<file path="src/rtl/pwr_seq_pkg.sv">
package pwr_seq_pkg;

  localparam int NUM_CH    = 4;
  localparam int SW        = 2;
  localparam int MW        = 4;
  localparam int CW        = $clog2(NUM_CH);
  localparam int NUM_MODES = 8;

  localparam logic [SW-1:0] ST_OFF = 2'd0;
  localparam logic [SW-1:0] ST_RET = 2'd1;
  localparam logic [SW-1:0] ST_ON  = 2'd2;

  localparam int CH_LOGIC = 0;
  localparam int CH_FILT  = 1;
  localparam int CH_RLO   = 2;
  localparam int CH_RHI   = 3;

  localparam logic [MW-1:0] MD_OFF      = 4'd0;
  localparam logic [MW-1:0] MD_NOCACHE  = 4'd1;
  localparam logic [MW-1:0] MD_FILT     = 4'd2;
  localparam logic [MW-1:0] MD_HALF     = 4'd3;
  localparam logic [MW-1:0] MD_FULL     = 4'd4;
  localparam logic [MW-1:0] MD_FILT_RET = 4'd5;
  localparam logic [MW-1:0] MD_HALF_RET = 4'd6;
  localparam logic [MW-1:0] MD_FULL_RET = 4'd7;

  typedef logic [NUM_CH*SW-1:0] pvec_t;

  typedef enum logic [1:0] {CH_IDLE, CH_SETUP, CH_ASK, CH_REL} chfsm_e;
  typedef enum logic [1:0] {SQ_IDLE, SQ_PICK, SQ_WAIT} sqfsm_e;

  function automatic pvec_t pack4(input logic [SW-1:0] lg, input logic [SW-1:0] fl,
                                  input logic [SW-1:0] lo, input logic [SW-1:0] hi);
    return {hi, lo, fl, lg};
  endfunction

  // Per-channel states of each system mode
  function automatic pvec_t mode_vec(input logic [MW-1:0] m);
    pvec_t v;
    case (m)
      MD_NOCACHE:  v = pack4(ST_ON,  ST_OFF, ST_OFF, ST_OFF);
      MD_FILT:     v = pack4(ST_ON,  ST_ON,  ST_OFF, ST_OFF);
      MD_HALF:     v = pack4(ST_ON,  ST_ON,  ST_ON,  ST_OFF);
      MD_FULL:     v = pack4(ST_ON,  ST_ON,  ST_ON,  ST_ON);
      MD_FILT_RET: v = pack4(ST_OFF, ST_RET, ST_OFF, ST_OFF);
      MD_HALF_RET: v = pack4(ST_OFF, ST_RET, ST_RET, ST_OFF);
      MD_FULL_RET: v = pack4(ST_OFF, ST_RET, ST_RET, ST_RET);
      default:     v = pack4(ST_OFF, ST_OFF, ST_OFF, ST_OFF);
    endcase
    return v;
  endfunction

  function automatic logic mode_ok(input logic [MW-1:0] m);
    return m < MW'(NUM_MODES);
  endfunction

endpackage

</file>
<file path="src/rtl/pwr_seq_order.sv">
module pwr_seq_order
  import pwr_seq_pkg::*;
(
  input  logic                 from_logic_on,
  input  pvec_t                tgt,
  output logic [NUM_CH*CW-1:0] order
);

  logic            up;
  logic            lfirst;
  logic [CW-1:0]   mem [NUM_CH-1];

  always_comb begin
    up     = (tgt[CH_FILT*SW +: SW] == ST_ON);
    lfirst = !from_logic_on && (tgt[CH_LOGIC*SW +: SW] == ST_ON);
    mem[0] = up ? CW'(CH_RHI) : CW'(CH_FILT);
    mem[1] = CW'(CH_RLO);
    mem[2] = up ? CW'(CH_FILT) : CW'(CH_RHI);
    order  = '0;
    for (int k = 0; k < NUM_CH - 1; k++) begin
      order[(k + (lfirst ? 1 : 0))*CW +: CW] = mem[k];
    end
    order[(lfirst ? 0 : NUM_CH - 1)*CW +: CW] = CW'(CH_LOGIC);
  end

endmodule

</file>
<file path="src/rtl/pwr_seq_gap.sv">
module pwr_seq_gap #(
  parameter int MIN_GAP = 15
) (
  input  logic clk,
  input  logic rst_n,
  input  logic start,
  output logic ok
);

  localparam int            CNW = $clog2(MIN_GAP + 1);
  localparam logic [CNW-1:0] LIM = CNW'(MIN_GAP - 1);

  logic [CNW-1:0] cnt_q, cnt_d;

  assign ok = (cnt_q >= LIM);

  always_comb begin
    cnt_d = cnt_q;
    if (start)      cnt_d = '0;
    else if (!ok)   cnt_d = cnt_q + CNW'(1);
  end

  always_ff @(posedge clk or negedge rst_n) begin
    if (!rst_n) cnt_q <= LIM;
    else        cnt_q <= cnt_d;
  end

endmodule

</file>
<file path="src/rtl/pwr_seq_chan.sv">
module pwr_seq_chan
  import pwr_seq_pkg::*;
#(
  parameter logic [SW-1:0] RST_ST = ST_ON
) (
  input  logic          clk,
  input  logic          rst_n,
  input  logic          start,
  input  logic [SW-1:0] tgt,
  input  logic          acc,
  input  logic          den,
  output logic          req,
  output logic [SW-1:0] st,
  output logic [SW-1:0] cur,
  output logic          fin,
  output logic          fin_deny
);

  chfsm_e        fsm_q, fsm_d;
  logic          req_q, req_d;
  logic [SW-1:0] bus_q, bus_d;
  logic [SW-1:0] cur_q, cur_d;
  logic          dn_q, dn_d;
  logic          fin_q, fin_d;
  logic          fdn_q, fdn_d;

  assign req      = req_q;
  assign st       = bus_q;
  assign cur      = cur_q;
  assign fin      = fin_q;
  assign fin_deny = fdn_q;

  always_comb begin
    fsm_d = fsm_q;
    req_d = req_q;
    bus_d = bus_q;
    cur_d = cur_q;
    dn_d  = dn_q;
    fin_d = 1'b0;
    fdn_d = 1'b0;
    case (fsm_q)
      CH_IDLE: if (start) begin
        bus_d = tgt;
        fsm_d = CH_SETUP;
      end
      CH_SETUP: begin
        req_d = 1'b1;
        fsm_d = CH_ASK;
      end
      CH_ASK: begin
        if (acc) begin
          req_d = 1'b0;
          dn_d  = 1'b0;
          cur_d = bus_q;
          fsm_d = CH_REL;
        end else if (den) begin
          req_d = 1'b0;
          dn_d  = 1'b1;
          fsm_d = CH_REL;
        end
      end
      CH_REL: if (!acc && !den) begin
        fin_d = 1'b1;
        fdn_d = dn_q;
        if (dn_q) bus_d = cur_q;
        fsm_d = CH_IDLE;
      end
      default: fsm_d = CH_IDLE;
    endcase
  end

  always_ff @(posedge clk or negedge rst_n) begin
    if (!rst_n) begin
      fsm_q <= CH_IDLE;
      req_q <= 1'b0;
      bus_q <= RST_ST;
      cur_q <= RST_ST;
      dn_q  <= 1'b0;
      fin_q <= 1'b0;
      fdn_q <= 1'b0;
    end else begin
      fsm_q <= fsm_d;
      req_q <= req_d;
      bus_q <= bus_d;
      cur_q <= cur_d;
      dn_q  <= dn_d;
      fin_q <= fin_d;
      fdn_q <= fdn_d;
    end
  end

endmodule

</file>
<file path="src/rtl/pwr_seq.sv">
module pwr_seq
  import pwr_seq_pkg::*;
#(
  parameter int            MIN_GAP    = 15,
  parameter logic [MW-1:0] RESET_MODE = MD_FULL
) (
  input  logic                 clk,
  input  logic                 rst_n,
  input  logic                 cmd_valid,
  input  logic [MW-1:0]        cmd_mode,
  output logic                 busy,
  output logic                 done,
  output logic                 cmd_err,
  output logic [NUM_CH-1:0]    pc_req,
  output logic [NUM_CH*SW-1:0] pc_state,
  input  logic [NUM_CH-1:0]    pc_accept,
  input  logic [NUM_CH-1:0]    pc_deny
);

  localparam pvec_t          RST_VEC = mode_vec(RESET_MODE);
  localparam int             PW      = CW + 1;
  localparam logic [PW-1:0]  PTR_END = PW'(NUM_CH);

  sqfsm_e                sq_q, sq_d;
  logic [PW-1:0]         ptr_q, ptr_d;
  logic [MW-1:0]         tgt_q, tgt_d;
  logic [MW-1:0]         mode_q, mode_d;
  logic                  roll_q, roll_d;
  logic [NUM_CH*CW-1:0]  ord_q, ord_d, ord_new;
  logic                  done_q, done_d;
  logic                  err_q, err_d;
  logic [CW-1:0]         ch_q, ch_d;

  pvec_t                 cur_vec, tgt_vec, ord_tgt;
  logic [NUM_CH-1:0]     start_v, fin_v, fdn_v;
  logic                  gap_ok, go, logic_on;
  logic [CW-1:0]         sel;
  logic [MW-1:0]         ord_mode;

  assign tgt_vec  = mode_vec(tgt_q);
  assign ord_mode = (sq_q == SQ_IDLE) ? cmd_mode : mode_q;
  assign ord_tgt  = mode_vec(ord_mode);
  assign logic_on = (cur_vec[CH_LOGIC*SW +: SW] == ST_ON);
  assign sel      = ord_q[ptr_q[CW-1:0]*CW +: CW];
  assign start_v  = go ? (NUM_CH'(1) << sel) : '0;

  assign busy    = (sq_q != SQ_IDLE);
  assign done    = done_q;
  assign cmd_err = err_q;

  pwr_seq_order u_order (
    .from_logic_on (logic_on),
    .tgt           (ord_tgt),
    .order         (ord_new)
  );

  pwr_seq_gap #(.MIN_GAP(MIN_GAP)) u_gap (
    .clk   (clk),
    .rst_n (rst_n),
    .start (go),
    .ok    (gap_ok)
  );

  for (genvar g = 0; g < NUM_CH; g++) begin : g_chan
    pwr_seq_chan #(.RST_ST(RST_VEC[g*SW +: SW])) u_chan (
      .clk      (clk),
      .rst_n    (rst_n),
      .start    (start_v[g]),
      .tgt      (tgt_vec[g*SW +: SW]),
      .acc      (pc_accept[g]),
      .den      (pc_deny[g]),
      .req      (pc_req[g]),
      .st       (pc_state[g*SW +: SW]),
      .cur      (cur_vec[g*SW +: SW]),
      .fin      (fin_v[g]),
      .fin_deny (fdn_v[g])
    );
  end

  always_comb begin
    sq_d   = sq_q;
    ptr_d  = ptr_q;
    tgt_d  = tgt_q;
    mode_d = mode_q;
    roll_d = roll_q;
    ord_d  = ord_q;
    err_d  = err_q;
    ch_d   = ch_q;
    done_d = 1'b0;
    go     = 1'b0;
    case (sq_q)
      SQ_IDLE: if (cmd_valid) begin
        if (!mode_ok(cmd_mode)) begin
          err_d = 1'b1;
        end else begin
          tgt_d  = cmd_mode;
          roll_d = 1'b0;
          ptr_d  = '0;
          ord_d  = ord_new;
          sq_d   = SQ_PICK;
        end
      end
      SQ_PICK: begin
        if (ptr_q == PTR_END) begin
          done_d = 1'b1;
          mode_d = tgt_q;
          sq_d   = SQ_IDLE;
        end else if (tgt_vec[sel*SW +: SW] == cur_vec[sel*SW +: SW]) begin
          ptr_d = ptr_q + PW'(1);
        end else if (gap_ok) begin
          go    = 1'b1;
          ch_d  = sel;
          ptr_d = ptr_q + PW'(1);
          sq_d  = SQ_WAIT;
        end
      end
      SQ_WAIT: if (fin_v[ch_q]) begin
        if (fdn_v[ch_q] && !roll_q) begin
          tgt_d  = mode_q;
          roll_d = 1'b1;
          ptr_d  = '0;
          ord_d  = ord_new;
        end
        sq_d = SQ_PICK;
      end
      default: sq_d = SQ_IDLE;
    endcase
  end

  always_ff @(posedge clk or negedge rst_n) begin
    if (!rst_n) begin
      sq_q   <= SQ_IDLE;
      ptr_q  <= '0;
      tgt_q  <= RESET_MODE;
      mode_q <= RESET_MODE;
      roll_q <= 1'b0;
      ord_q  <= '0;
      done_q <= 1'b0;
      err_q  <= 1'b0;
      ch_q   <= '0;
    end else begin
      sq_q   <= sq_d;
      ptr_q  <= ptr_d;
      tgt_q  <= tgt_d;
      mode_q <= mode_d;
      roll_q <= roll_d;
      ord_q  <= ord_d;
      done_q <= done_d;
      err_q  <= err_d;
      ch_q   <= ch_d;
    end
  end

endmodule

</file>
<file path="config.mk">
export PLATFORM = sky130hd
export DESIGN_NAME = pwr_seq
export DESIGN_NICKNAME = d
export VERILOG_FILES = /design/src/rtl/pwr_seq_pkg.sv /design/src/rtl/pwr_seq_order.sv /design/src/rtl/pwr_seq_gap.sv /design/src/rtl/pwr_seq_chan.sv /design/src/rtl/pwr_seq.sv
export SDC_FILE = /design/constraint.sdc
export NUM_CORES = 1
export LEC_CHECK = 0
export BUFFER_PORTS_ARGS = -buffer_cell sky130_fd_sc_hd__buf_2
export CAP_MARGIN = 10
export CORE_ASPECT_RATIO = 0.8
export CORE_MARGIN = 2
export CORE_UTILIZATION = 55
export DETAILED_ROUTE_END_ITERATION = 12
export PLACE_DENSITY = 0.74
export RECOVER_POWER = 25
export SYNTH_ARGS = -nofsm -noshare
export SYNTH_HDL_FRONTEND = slang
export SYNTH_SLANG_ARGS = --single-unit
</file>
<file path="constraint.sdc">
create_clock -name clk -period 4.5 [get_ports clk]
set_input_delay 1.125 -clock clk [delete_from_list [all_inputs] [get_ports clk]]
set_output_delay 1.125 -clock clk [all_outputs]
set_load 0.02 [all_outputs]
</file>
### Word-level counts from Yosys, hierarchy flattened

Index checks and enable logic that the tools add are counted.
Widths: inputs -> output; s select.

| operators by class | value |
|---|---|
| add/sub/neg operators | 8 |
| order comparisons | 3 |
| equality and inequality tests | 58 |
| shift-type cells | 12 |
| multiplexer cells | 125 |
| bitwise gates (word level) | 4 |
| reduce and logical (&&, ||, !) cells | 62 |

Operators with widths:

| cell | number |
|---|---|
| $neg 32->33 | 4 |
| $shift 2x33->8 const A | 4 |
| $mux 2 | 37 |
| $shiftx 2x33->8 | 2 |
| $shiftx 2x33->8 const A | 2 |
| $pmux 8 s7 | 1 |
| $mux 1 | 45 |
| $eq 4x3->1 const B | 8 |
| $mux 4 | 8 |
| $mux 8 | 4 |
| $pmux 2 s4 | 4 |
| $add 2x31->31 const A | 1 |
| $add 3x31->31 const A | 1 |
| $pmux 4 s7 | 1 |
| $reduce_bool 2->1 | 14 |
| $reduce_and 2->1 | 13 |
| $bwmux 8 | 3 |
| $eq 2x2->1 const B | 12 |
| $shiftx 8x4->2 | 3 |
| $mux 3 | 7 |
| $ne 3x3->1 const B | 7 |
| $ne 2x1->1 const B | 10 |
| $reduce_and 4->1 | 5 |
| $eq 4x2->1 const B | 4 |
| 27 further kinds | 72 |

| storage, ports and cells | value |
|---|---|
| register bits after elaboration | 70 |
| input port bits | 15 |
| output and inout bits | 15 |
| word-level logic and storage cells | 310 |

### Depth between registers and ports, before layout

| depth | value |
|---|---|
| depth in word-level cells | 16 |
| depth in mapped cells | 10 |
| mapped depth without buffers | 7 |

### Cells and area by module

A second synthesis with hierarchy kept.

| second synthesis, totals | value |
|---|---|
| cell total of the unflattened synthesis | 361 |
| area, all modules | 3876.2 um^2 |

By module, submodules not included:

| module | instances | cells each | area each (um^2) |
|---|---|---|---|
| pwr_seq_chan | 4 | 39 | 489.2 |
| pwr_seq | 1 | 176 | 1642.8 |
| pwr_seq_gap | 1 | 19 | 215.2 |
| pwr_seq_order | 1 | 10 | 61.3 |

### Least setup slack after synthesis

No wires, ideal clock.

| path | value |
|---|---|
| kind | flip-flop to flip-flop |
| start | register ptr_q[0] |
| end | register ptr_q[0] |
| setup time | 0.125 ns |
| arrival | 2.749 ns |
| required time | 4.375 ns |
| slack | 1.626 ns |
| stages on the path, launching flop included | 10 |
| buffers on the path | 2 |
| period minus slack after synthesis | 2.874 ns |
| cell sequence | dfrtp_1 > buf_6 > mux4_2 > buf_6 > or3_4 > a311oi_2 > o211a_4 > nand2_4 > o31a_1 > mux2_4 |

| between the ends | value |
|---|---|
| cells in the longest elaborated chain, start to end | 6 |
| elaborated cells between the ends (all ways) | 13 |

RTL lines:

| item | RTL line | text |
|---|---|---|
| from (decl) | pwr_seq.sv:25 | `logic [PW-1:0] ptr_q, ptr_d;` |
| from (signal assigned) | pwr_seq.sv:143 | `ptr_q <= ptr_d;` |
| $shiftx 8x4->2 | pwr_seq.sv:44 | `assign sel = ord_q[ptr_q[CW-1:0]*CW +: CW];` |
| $shiftx 8x4->2 | pwr_seq.sv:108 | `end else if (tgt_vec[sel*SW +: SW] == cur_vec[sel*SW +: SW]) begin` |
| $eq 2x2->1 | pwr_seq.sv:108 |  |
| $mux 3 | pwr_seq.sv:108 |  |
| $mux 3 | pwr_seq.sv:104 | `if (ptr_q == PTR_END) begin` |
| $pmux 3 s3 | pwr_seq.sv:91 | `case (sq_q)` |

Parallel ways exist; a longest one is shown, timed or not. The select of a mux whose other input is x is not followed.
A chain may end at the register's enable or synchronous reset.

### Final worst setup path

| path | value |
|---|---|
| start | register ptr_q[0] |
| end | register g_chan[0].u_chan.fsm_q[1] |

| between the ends | value |
|---|---|
| cells in the longest elaborated chain, start to end | 9 |
| elaborated cells between the ends (all ways) | 12 |

RTL lines:

| item | RTL line | text |
|---|---|---|
| $shiftx 8x4->2 | pwr_seq.sv:44 |  |
| $shiftx 8x4->2 | pwr_seq.sv:108 |  |
| $eq 2x2->1 | pwr_seq.sv:108 |  |
| $mux 1 | pwr_seq.sv:108 |  |
| $mux 1 | pwr_seq.sv:104 |  |
| $mux 1 | pwr_seq.sv:91 |  |
| $mux 4 * | pwr_seq.sv:45 | `assign start_v = go ? (NUM_CH'(1) << sel) : '0;` |
| $ne 2x2->1 (no line) * | n/a |  |
| $reduce_and 3->1 (no line) * | n/a |  |
| to (signal assigned) | pwr_seq_chan.sv:82 | `fsm_q <= fsm_d;` |
| to (decl) | pwr_seq_chan.sv:19 | `chfsm_e fsm_q, fsm_d;` |

Every way passes the cells marked *; elsewhere a longest branch is shown, timed or not.

==> run metrics <==
I/O pin count 30; Worst Hold End cmd_err; failing checks max-capacitance violations, max-slew violations; FF-to-FF End g_chan[0].u_chan.fsm_q[1]; CP Data Arrival Time 3.64 ns; met3 Resource Use GR 0.0661; # port buffers 29; Final setup viols 0; initial antenna violation count 0; P per Cell Area 808 nW/um^2; pin count of the biggest net entering global routing 36; fin crit share 0.759; Slew headroom -0.209; clk buf depth 2; VDD IR max 0.394 mV; Worst EP required 4.72 ns; compound-gate portion of the synthesized area 0.164; Pleak 1.99 nW; synthesized flop and latch total 68; Core Area 6990 sq um; busiest grt layer met2; TritonCTS clock tree yes; ys flop type dfrtp_1; worst-margin pin slew 1.81 ns; Max Cap Viol 1; Fill cells 584; library cells used by synthesis 62; vias in the first global route 3064; post-CTS setup buffer count 0; combinational family with the most area after synthesis compound AO/OA/AOI/OAI gates; drt via density 5.88; fin util 0.632; share of layout cells above drive strength 1 0.194; Die ar. 8020 sq um; chip width 99.6 microns; First-pass DRT Iterations 4; Layout area overhead 9.80%; post-synthesis mux area share 0.125; Post-Synth Simple-Gate Area 0.162; clk sink count 68; worst hold path class flop to flop; Clock transition at path regs 0.07 ns; clk_skew 0.0127 ns; DRC errors left 0; asr flop ratio synth 1.00; met2 usage 0.375; Final TNS setup 0 ns; initial core utilization 0.575; GRT met1 Usage 0.323; status finished, violations left; syn_area_per_cell 9.96 sq um; adder-cell area share of the yosys netlist 0.0747; R2R cell count 7; R2R setup slack 1.08 ns; ant diodes 0; DR vias 3088; routed wire length 8580 microns; syn nets 443; H-tree levels 3; Mapped Area 4020 sq um; RSZ-0062 raised after global routing no; Placer Congestion 0.801; crit-path max FO 19; synth warn 0; Fmax 0.293 GHz; Routed wire per std cell 16.3 microns; Cells after Synth 404; Die Ht 80.5 microns; Tot GR Track Use 0.237; Post-DRT Antenna Nets 0; Post-synth EDFFs 0; # rows 27; PostCTS Resize Cnt 0; area of the multi-input gates 2120 sq um; Hold Startpoint cmd_err; Synth Area in XOR/XNOR 0.00218; sequential area share after synthesis 0.427; Iter 0 DRT Violations 147; Critical Path Source Type flop; Reg area 1720 sq um; fin. max-slew vios 35; grt total ovfl 0; Final nets 472; Final min period 3.42 ns; cell depth of the worst hold path 1; first-pass GRT wire length 14800 microns; CP Capture Type flop; cts hold-fix bufs 0; R2R Path Start ptr_q[0]; final hold viol count 0; Crit Path Category flop to flop; HPWL after DPL 6270 microns; Root Driver clkbuf_8; worst skew pair latency 0.35 ns; CTS Buf Count 9
[cell usage after synthesis (all sizes together), types with 2 or more instances]
library cell / count / share of area
or3: 5 / 0.0090
o22ai: 6 / 0.0093
nor2: 43 / 0.040
a31o: 4 / 0.0087
a31oi: 6 / 0.0093
inv: 26 / 0.024
nor3: 10 / 0.012
dfstp: 13 / 0.085
mux2i: 17 / 0.042
nor2b: 4 / 0.0062
o211ai: 3 / 0.0056
a311oi: 2 / 0.0059
a221oi: 2 / 0.0044
nand2b: 9 / 0.014
ha: 24 / 0.075
nor4: 2 / 0.0031
nand2: 38 / 0.037
and2: 6 / 0.0093
mux2: 19 / 0.055
o31ai: 4 / 0.0075
a21oi: 29 / 0.039
and3: 3 / 0.0047
and4: 2 / 0.0044
o21bai: 2 / 0.0037
dfrtp: 55 / 0.34
nand4: 2 / 0.0031
buf: 8 / 0.016
o21ai: 17 / 0.022
mux4: 5 / 0.028
nand3: 5 / 0.0062
o211a: 3 / 0.0093
o21a: 5 / 0.0093
nor3b: 2 / 0.0037
o31a: 2 / 0.0044
clkbuf: 5 / 0.0047
[flip-flops by register name, indices dropped and copies added, names as in the netlist]
register	flops
tgt_q	4
g_chan.u_chan.st	8
g_chan.u_chan.cur	8
mode_q	4
cmd_err	1
g_chan.u_chan.req	4
g_chan.u_chan.fsm_q	8
done	1
u_gap.cnt_q	4
ch_q	2
g_chan.u_chan.fin	4
ptr_q	3
sq_q	2
roll_q	1
g_chan.u_chan.fin_deny	4
g_chan.u_chan.dn_q	4
ord_q	6
[layout make-up]
cell class	count	share of cell area
Multi-Input combinational cell	297	0.481
Timing Repair Buffer	31	0.0343
Clock buffer	11	0.0320
Clock inverter	5	0.0170
Inverter	26	0.0221
Tap cell	87	0.0246
Sequential cell	68	0.389
[placed cells by master (no fill, tap or decap), types with 3 or more instances in the layout]
cell      instances
a21oi_1          28
a31o_2            4
a31oi_1           6
and2_1            5
and3_1            3
buf_2            22
clkbuf_1          8
clkbuf_8         10
clkinv_2          3
dfrtp_1          55
dfstp_2          13
ha_1             24
inv_1            26
mux2_1            3
mux2_2           14
mux2i_1          17
mux4_2            5
nand2_1          37
nand2b_1          9
nand3_1           5
nor2_1           43
nor2b_1           4
nor3_1           10
o211ai_1          3
o21a_1            5
o21ai_0          14
o22ai_1           6
o31ai_1           4
or3_1             4
[worst max-delay path, cell delays in order, from the launching register on]
cell and delay (ns):
dfrtp_1 0.57, mux4_2 0.71, mux4_2 0.34, or4_1 0.54, o211a_4 0.19, a21oi_4 0.50
nor2_1 0.09, or3_1 0.35
[through the flow]
stage               power (mW)  hold slack (ns)  worst slack [ns]  area [sq um]  instances
detailed placement        3.01            0.459              1.11          4210        509
CTS                       3.58            0.474              1.08          4430        525
floorplan                 2.61            0.472              1.63          4020        404
global route              3.86            0.509             0.939          4420        525
global placement          2.92            0.443              1.20          4210        509
finish                    3.57            0.478              1.08          4420        525
[power by group]
part / switching (mW) / internal [mW] / total, mW
Clock: 0.228 / 0.324 / 0.553
Sequential: 0.282 / 0.907 / 1.19
Combinational: 1.04 / 0.791 / 1.83
[kinds of logic after synthesis]
logic type | count (synthesis)
AND/OR/NAND/NOR | 135
AO/OA/AOI/OAI | 96
flip-flops | 68
multiplexers | 41
buffers and inverters | 39
adder cells (fa/ha/maj) | 24
XOR/XNOR | 1
[layer usage]
metal / wire length, microns / up-vias / part of all wire
li1: - / 1501 / -
met1: 4050 / 1507 / 0.47
met2: 3990 / 70 / 0.46
met3: 415 / 10 / 0.048
met4: 121 / 0 / 0.014
met5: 0 / - / 0
[worst max-delay path by stage]
| stage | depth (start not counted) | slack [ns] | from | to |
|---|---|---|---|---|
| after floorplan | 9 | 1.63 | ptr_q[0] | ptr_q[0] |
| after global placement | 7 | 1.20 | ptr_q[0] | g_chan[0].u_chan.fsm_q[1] |
| after detailed placement | 7 | 1.11 | ptr_q[0] | g_chan[0].u_chan.fsm_q[1] |
| after CTS | 7 | 1.08 | ptr_q[0] | g_chan[0].u_chan.fsm_q[1] |
| after global routing | 7 | 0.94 | ptr_q[0] | g_chan[0].u_chan.fsm_q[1] |
| final | 7 | 1.08 | ptr_q[0] | g_chan[0].u_chan.fsm_q[1] |
(Power assumes the default switching activity.)
